--- config.mk ---
export PLATFORM = sky130hd
export DESIGN_NAME = rst_cause_seq
export DESIGN_NICKNAME = d
export VERILOG_FILES = /design/src/rtl/rsc_pkg.sv /design/src/rtl/rsc_req_qual.sv /design/src/rtl/rsc_status_reg.sv /design/src/rtl/rsc_release_fsm.sv /design/src/rtl/rst_cause_seq.sv
export SDC_FILE = /design/constraint.sdc
export NUM_CORES = 1
export LEC_CHECK = 0
export BUFFER_PORTS_ARGS = -buffer_cell sky130_fd_sc_hd__buf_4
export CORE_MARGIN = 2
export CORE_UTILIZATION = 35
export DETAILED_ROUTE_END_ITERATION = 10
export GPL_ROUTABILITY_DRIVEN = 0
export GPL_TIMING_DRIVEN = 1
export MAX_ROUTING_LAYER = met4
export PLACE_DENSITY = 0.54
export REMOVE_ABC_BUFFERS = 1
export SLEW_MARGIN = 20
export SYNTH_ARGS = -nofsm -noshare
export SYNTH_HDL_FRONTEND = slang
export SYNTH_HIERARCHICAL = 1
export SYNTH_SLANG_ARGS = --single-unit
--- constraint.sdc ---
create_clock -name xclk -period 3.04 [get_ports xclk]
set_input_delay 0.304 -clock xclk [delete_from_list [all_inputs] [get_ports xclk]]
set_output_delay 0.304 -clock xclk [all_outputs]
set_load 0.1 [all_outputs]
--- src/rtl/rsc_pkg.sv ---
package rsc_pkg;
    localparam int unsigned NCAUSE  = 4;
    localparam int unsigned IDX_LV  = 0;
    localparam int unsigned IDX_AD  = 1;
    localparam int unsigned IDX_OP  = 2;
    localparam int unsigned IDX_WD  = 3;

    typedef enum logic [1:0] {
        ST_RUN      = 2'd0,
        ST_HOLD     = 2'd1,
        ST_PIN_WAIT = 2'd2,
        ST_CPU_WAIT = 2'd3
    } rsc_state_e;

    typedef struct packed {
        logic wdog;
        logic ill_op;
        logic stop_op;
        logic unmapped;
        logic fetch;
        logic low_volt;
        logic wdog_off;
        logic stop_ok;
        logic lv_pwrdn;
        logic lv_rst_off;
    } rsc_req_t;
endpackage

--- src/rtl/rsc_req_qual.sv ---
module rsc_req_qual
    import rsc_pkg::*;
(
    input  logic              clk,
    input  logic              rst_n,
    input  rsc_req_t          req_in,
    output logic [NCAUSE-1:0] trig
);
    rsc_req_t req_s;

    always_ff @(posedge clk or negedge rst_n) begin
        if (!rst_n) begin
            req_s <= '0;
        end else begin
            req_s <= req_in;
        end
    end

    always_comb begin
        trig         = '0;
        trig[IDX_WD] = req_s.wdog & ~req_s.wdog_off;
        trig[IDX_OP] = req_s.ill_op | (req_s.stop_op & ~req_s.stop_ok);
        trig[IDX_AD] = req_s.unmapped & req_s.fetch;
        trig[IDX_LV] = req_s.low_volt & ~req_s.lv_pwrdn & ~req_s.lv_rst_off;
    end
endmodule

--- src/rtl/rsc_status_reg.sv ---
module rsc_status_reg
    import rsc_pkg::*;
(
    input  logic              clk,
    input  logic              rst_n,
    input  logic [NCAUSE-1:0] trig,
    input  logic              rd,
    output logic [NCAUSE-1:0] status
);
    always_ff @(posedge clk or negedge rst_n) begin
        if (!rst_n) begin
            status <= '0;
        end else if (|trig) begin
            status <= trig;
        end else if (rd) begin
            status <= '0;
        end
    end
endmodule

--- src/rtl/rsc_release_fsm.sv ---
module rsc_release_fsm
    import rsc_pkg::*;
#(
    parameter int unsigned PIN_HOLD = 4096,
    parameter int unsigned CPU_HOLD = 64
) (
    input  logic       clk,
    input  logic       rst_n,
    input  logic       any_req,
    output rsc_state_e state,
    output logic       pin_n,
    output logic       cpu_rst
);
    localparam int unsigned MAXH = (PIN_HOLD > CPU_HOLD) ? PIN_HOLD : CPU_HOLD;
    localparam int unsigned CW   = $clog2(MAXH + 1);
    localparam logic [CW-1:0] PIN_LAST = CW'(PIN_HOLD - 1);
    localparam logic [CW-1:0] CPU_LAST = CW'(CPU_HOLD - 1);

    rsc_state_e state_nx;
    logic [CW-1:0] cnt;

    always_comb begin
        state_nx = state;
        unique case (state)
            ST_RUN:      if (any_req) state_nx = ST_HOLD;
            ST_HOLD:     if (!any_req) state_nx = ST_PIN_WAIT;
            ST_PIN_WAIT: begin
                if (any_req)              state_nx = ST_HOLD;
                else if (cnt == PIN_LAST) state_nx = ST_CPU_WAIT;
            end
            ST_CPU_WAIT: begin
                if (any_req)              state_nx = ST_HOLD;
                else if (cnt == CPU_LAST) state_nx = ST_RUN;
            end
        endcase
    end

    always_ff @(posedge clk or negedge rst_n) begin
        if (!rst_n) begin
            state <= ST_RUN;
            cnt   <= '0;
        end else begin
            state <= state_nx;
            if (state_nx != state || state_nx == ST_HOLD || state_nx == ST_RUN) begin
                cnt <= '0;
            end else begin
                cnt <= cnt + 1'b1;
            end
        end
    end

    always_ff @(posedge clk or negedge rst_n) begin
        if (!rst_n) begin
            pin_n   <= 1'b1;
            cpu_rst <= 1'b0;
        end else begin
            pin_n   <= !(state_nx == ST_HOLD || state_nx == ST_PIN_WAIT);
            cpu_rst <= (state_nx != ST_RUN);
        end
    end
endmodule

--- src/rtl/rst_cause_seq.sv ---
module rst_cause_seq
    import rsc_pkg::*;
#(
    parameter int unsigned PIN_HOLD = 4096,
    parameter int unsigned CPU_HOLD = 64
) (
    input  logic              xclk,
    input  logic              por_n,
    input  logic              wdog_ovf,
    input  logic              illegal_op,
    input  logic              stop_op,
    input  logic              unmapped_acc,
    input  logic              opcode_fetch,
    input  logic              low_volt,
    input  logic              cfg_wdog_off,
    input  logic              cfg_stop_ok,
    input  logic              cfg_lv_pwrdn,
    input  logic              cfg_lv_rst_off,
    input  logic              stat_rd,
    output logic [NCAUSE-1:0] stat_rdata,
    output logic              rst_pin_n,
    output logic              cpu_rst
);
    rsc_req_t          req_bundle;
    logic [NCAUSE-1:0] trig;
    logic [NCAUSE-1:0] status;
    rsc_state_e        state;

    always_comb begin
        req_bundle.wdog       = wdog_ovf;
        req_bundle.ill_op     = illegal_op;
        req_bundle.stop_op    = stop_op;
        req_bundle.unmapped   = unmapped_acc;
        req_bundle.fetch      = opcode_fetch;
        req_bundle.low_volt   = low_volt;
        req_bundle.wdog_off   = cfg_wdog_off;
        req_bundle.stop_ok    = cfg_stop_ok;
        req_bundle.lv_pwrdn   = cfg_lv_pwrdn;
        req_bundle.lv_rst_off = cfg_lv_rst_off;
    end

    rsc_req_qual u_qual (
        .clk    (xclk),
        .rst_n  (por_n),
        .req_in (req_bundle),
        .trig   (trig)
    );

    rsc_status_reg u_stat (
        .clk    (xclk),
        .rst_n  (por_n),
        .trig   (trig),
        .rd     (stat_rd),
        .status (status)
    );

    rsc_release_fsm #(
        .PIN_HOLD (PIN_HOLD),
        .CPU_HOLD (CPU_HOLD)
    ) u_fsm (
        .clk     (xclk),
        .rst_n   (por_n),
        .any_req (|trig),
        .state   (state),
        .pin_n   (rst_pin_n),
        .cpu_rst (cpu_rst)
    );

    assign stat_rdata = status;
endmodule

==> metrics.csv <==
stage,metric,value,unit
critical_path,critPathMaxFanout,12,
clocking,cts_buffers,5,
critical_path,r2r-start,u_qual/req_s[6],
critical_path,critPathRequiredTime,3.22,ns
routing,drc_errors,0,
layout,area_delta_synth_final,22.55,%
power,ir_worst_vdd,0.2802,mV
layout,layout_commonest_cell,dfrtp_1,
sta,fin_setup_tns,0,ns
global_route,grt_pass1_vias,940,
routing,num_vias,901,
routing,vias_per_cell,4.951,
clocking,path_clk_slew,0.06,ns
floorplanning,initial_core_util,37.04,%
sta,timing.hold.ws,0.1259,ns
synthesis,syn_area,1376,sq um
global_route,grt_max_degree,32,
hold_path,hold_end,u_qual/req_s[9],
layout,regArea,777.0,sq um
critical_path,ff2ff_path_depth,6,
floorplanning,io_pins,19,
clocking,htree_levels,2,
synthesis,ys.flop_type,dfrtp_1,
synthesis,ys.warnings.count,6,
layout,nFillCells,348,
clocking,insertion_delay,0.28,ns
power,combinationalPowerShare,13.1,%
clocking,clock-sinks,31,
layout,drive_gt1_share,30.60,%
synthesis,ys_seq_elements,31,
hold_path,min_path_cells,1,
power,p_per_area,584.1,nW/um^2
placed_design,place_area,1559,sq um
placed_design,portBuffers,18,
routing,antenna_left,0,
floorplanning,coreArea,3716,sq um
job,cap_violations,0,
floorplanning,die_w,66.71,um
power,seqPwrFrac,44.6,%
power,p_leak,0.7352,nW
global_route,gr-total-overflow,0,
synthesis,synthArstFlopShare,100.0,%
synthesis,synth_edf_count,0,
hold_path,hp-class,input pin to flop,
layout,final_util,45.39,%
synthesis,syn_inst,109,
critical_path,arrival,2.81,ns
layout,design_area,1687,sq um
sta,fin_crit,2.624,ns
sta,slew_headroom,74.03,%
layout,num_antenna_cells,0,
synthesis,yosysUniqueCellTypes,38,
critical_path,critPathKind,flop to flop,
routing,drt_iter0_drc,50,
sta,rsz0062_at_grt,false,
sta,maxSlewViolCount,0,
floorplanning,fp.dieH,66.71,um
floorplanning,rows,22,
clocking,ctsLongestPathBuffers,2,
sta,finalSetupViolations,0,
power,netSwitchingFraction,25.61,%
critical_path,reg2reg_to,u_fsm/cnt[12],
placed_design,hpwl,1611,um
power,p_sw,0.0002523,W
layout,multiInputGateArea,560.5,sq um
hold_path,hold_start,wdog_ovf,
sta,worst_pin_slew,0.3896,ns
layout,nets,149,
clocking,cts_tree,done,
routing,firstDrtPassIters,4,
critical_path,start_kind,flop,
power,internal_power,0.0007329,W
routing,wl_per_cell,13.49,um
synthesis,yosysTopAreaCellShare,54.55,%
sta,skew,0.002868,ns
sta,period_share,86.31,%
critical_path,reg2reg_slack,0.42,ns
power,clockPowerShare,42.3,%
sta,hold_viol_final,0,
clocking,cts_root_buf,clkbuf_8,
layout,most-common-layout-cells,"30 x dfrtp_1, 19 x buf_4, 10 x xor2_1",
global_route,grt_usage,13.80,%
sta,max_freq,0.3811,GHz
synthesis,synth-seq-area-share,56.45,%
synthesis,synth_area_leader_cell,dfrtp_1,
global_route,antenna_found_initial,0,
critical_path,worst_setup_path_end_kind,flop,
synthesis,synth.area.top_cells,"dfrtp_1 55%, xor2_1 6.4%, nor4_2 4.5%",
outcome,status,"complete, no violations",
global_route,grt_pass1_wl,4264,um
floorplanning,die_area,4450,sq um
synthesis,avgSynthCellArea,12.63,sq um
routing,drt_wl_total,2456,um
==> cell usage after synthesis, types with 2 or more instances <==
| library cell | instances |
|---|---|
| a31o_1 | 2 |
| nor4_2 | 5 |
| nand3_1 | 2 |
| xor2_1 | 10 |
| dfrtp_1 | 30 |
| and2_1 | 2 |
| nor2b_1 | 2 |
| nand4_1 | 5 |
| nor3_1 | 5 |
| and3_1 | 2 |
| nand2_1 | 5 |
| nor2_1 | 4 |
| nor4_1 | 4 |
| inv_1 | 5 |
| ha_1 | 3 |
==> state kept, by name, summed over array words and instances, names as in the netlist <==
register,count
u_fsm/state,2
u_fsm/cnt,13
u_qual/req_s,10
u_stat/status,4
u_fsm/cpu_rst,1
u_fsm/pin_n,1
==> power groups by stage <==
stage	Combinational, W	Sequential (W)	Clock (W)
3_5_place_dp	0.000130	0.000447	0
4_1_cts	0.000131	0.000440	0.000430
5_1_grt	0.000138	0.000441	0.000448
6_report	0.000129	0.000439	0.000416
2_1_floorplan	0.0000435	0.000491	0
3_3_place_gp	0.000129	0.000446	0
==> through the flow <==
| step | setup slack (ns) | instances | total power [W] |
|---|---|---|---|
| floorplan | 0.5416 | 106 | 0.0005349 |
| global placement | 0.4580 | 173 | 0.0005757 |
| detailed placement | 0.4087 | 173 | 0.0005763 |
| CTS | 0.4040 | 182 | 0.001000 |
| global route | 0.2040 | 182 | 0.001027 |
| finish | 0.4163 | 182 | 0.0009852 |
==> layer usage <==
| metal | track usage, % | up-vias | wire length [um] |
|---|---|---|---|
| met4 | 7.653 | 0 | 57 |
| met3 | 5.574 | 5 | 109 |
| met1 | 17.39 | 439 | 1157 |
| li1 | - | 443 | - |
| met2 | 18.75 | 14 | 1131 |
| met5 | - | - | 0 |
==> cell families after synthesis <==
kind of cell,share of synthesized area (%)
buf+inv,2.818
simple gates,25.64
compound gates,5.364
fa+ha+maj,2.728
flops,56.45
xor+xnor,7.000
==> worst max-delay path: stages, from the launching register on <==
cell and delay (ns):
dfrtp_1 0.35, and2_1 0.19, or4_1 0.64, or3_1 0.43, ha_1 0.21, or2_2 0.44
nor4_1 0.26
==> repair_timing <==
action / in CTS / in global routing
hold buffers: 1 / 0
hold endpoints to repair: 30 / 0
resized for setup: 0 / 0
buffers inserted: 0 / 0
==> how the worst max path moves through the flow <==
stage | from | endpoint | slack, ns | cells past startpoint
3_3_place_gp | u_qual/req_s[6] | u_fsm/cnt[12] | 0.46 | 6
2_1_floorplan | u_fsm/cnt[0] | u_fsm/cnt[12] | 0.54 | 8
5_1_grt | u_qual/req_s[6] | u_fsm/cnt[5] | 0.20 | 7
3_5_place_dp | u_qual/req_s[6] | u_fsm/cnt[12] | 0.41 | 6
6_report | u_qual/req_s[6] | u_fsm/cnt[12] | 0.42 | 6
4_1_cts | u_qual/req_s[6] | u_fsm/cnt[12] | 0.40 | 6
==> layout make-up <==
cell class	instances	share of cell area [%]
clock inverter	2	2.077
sequential	31	46.07
tap	48	3.561
multi-input combinational	70	33.23
clock buffer	6	4.896
timing repair buffer	20	9.050
inverter	5	1.113
(Power assumes the default switching activity.)
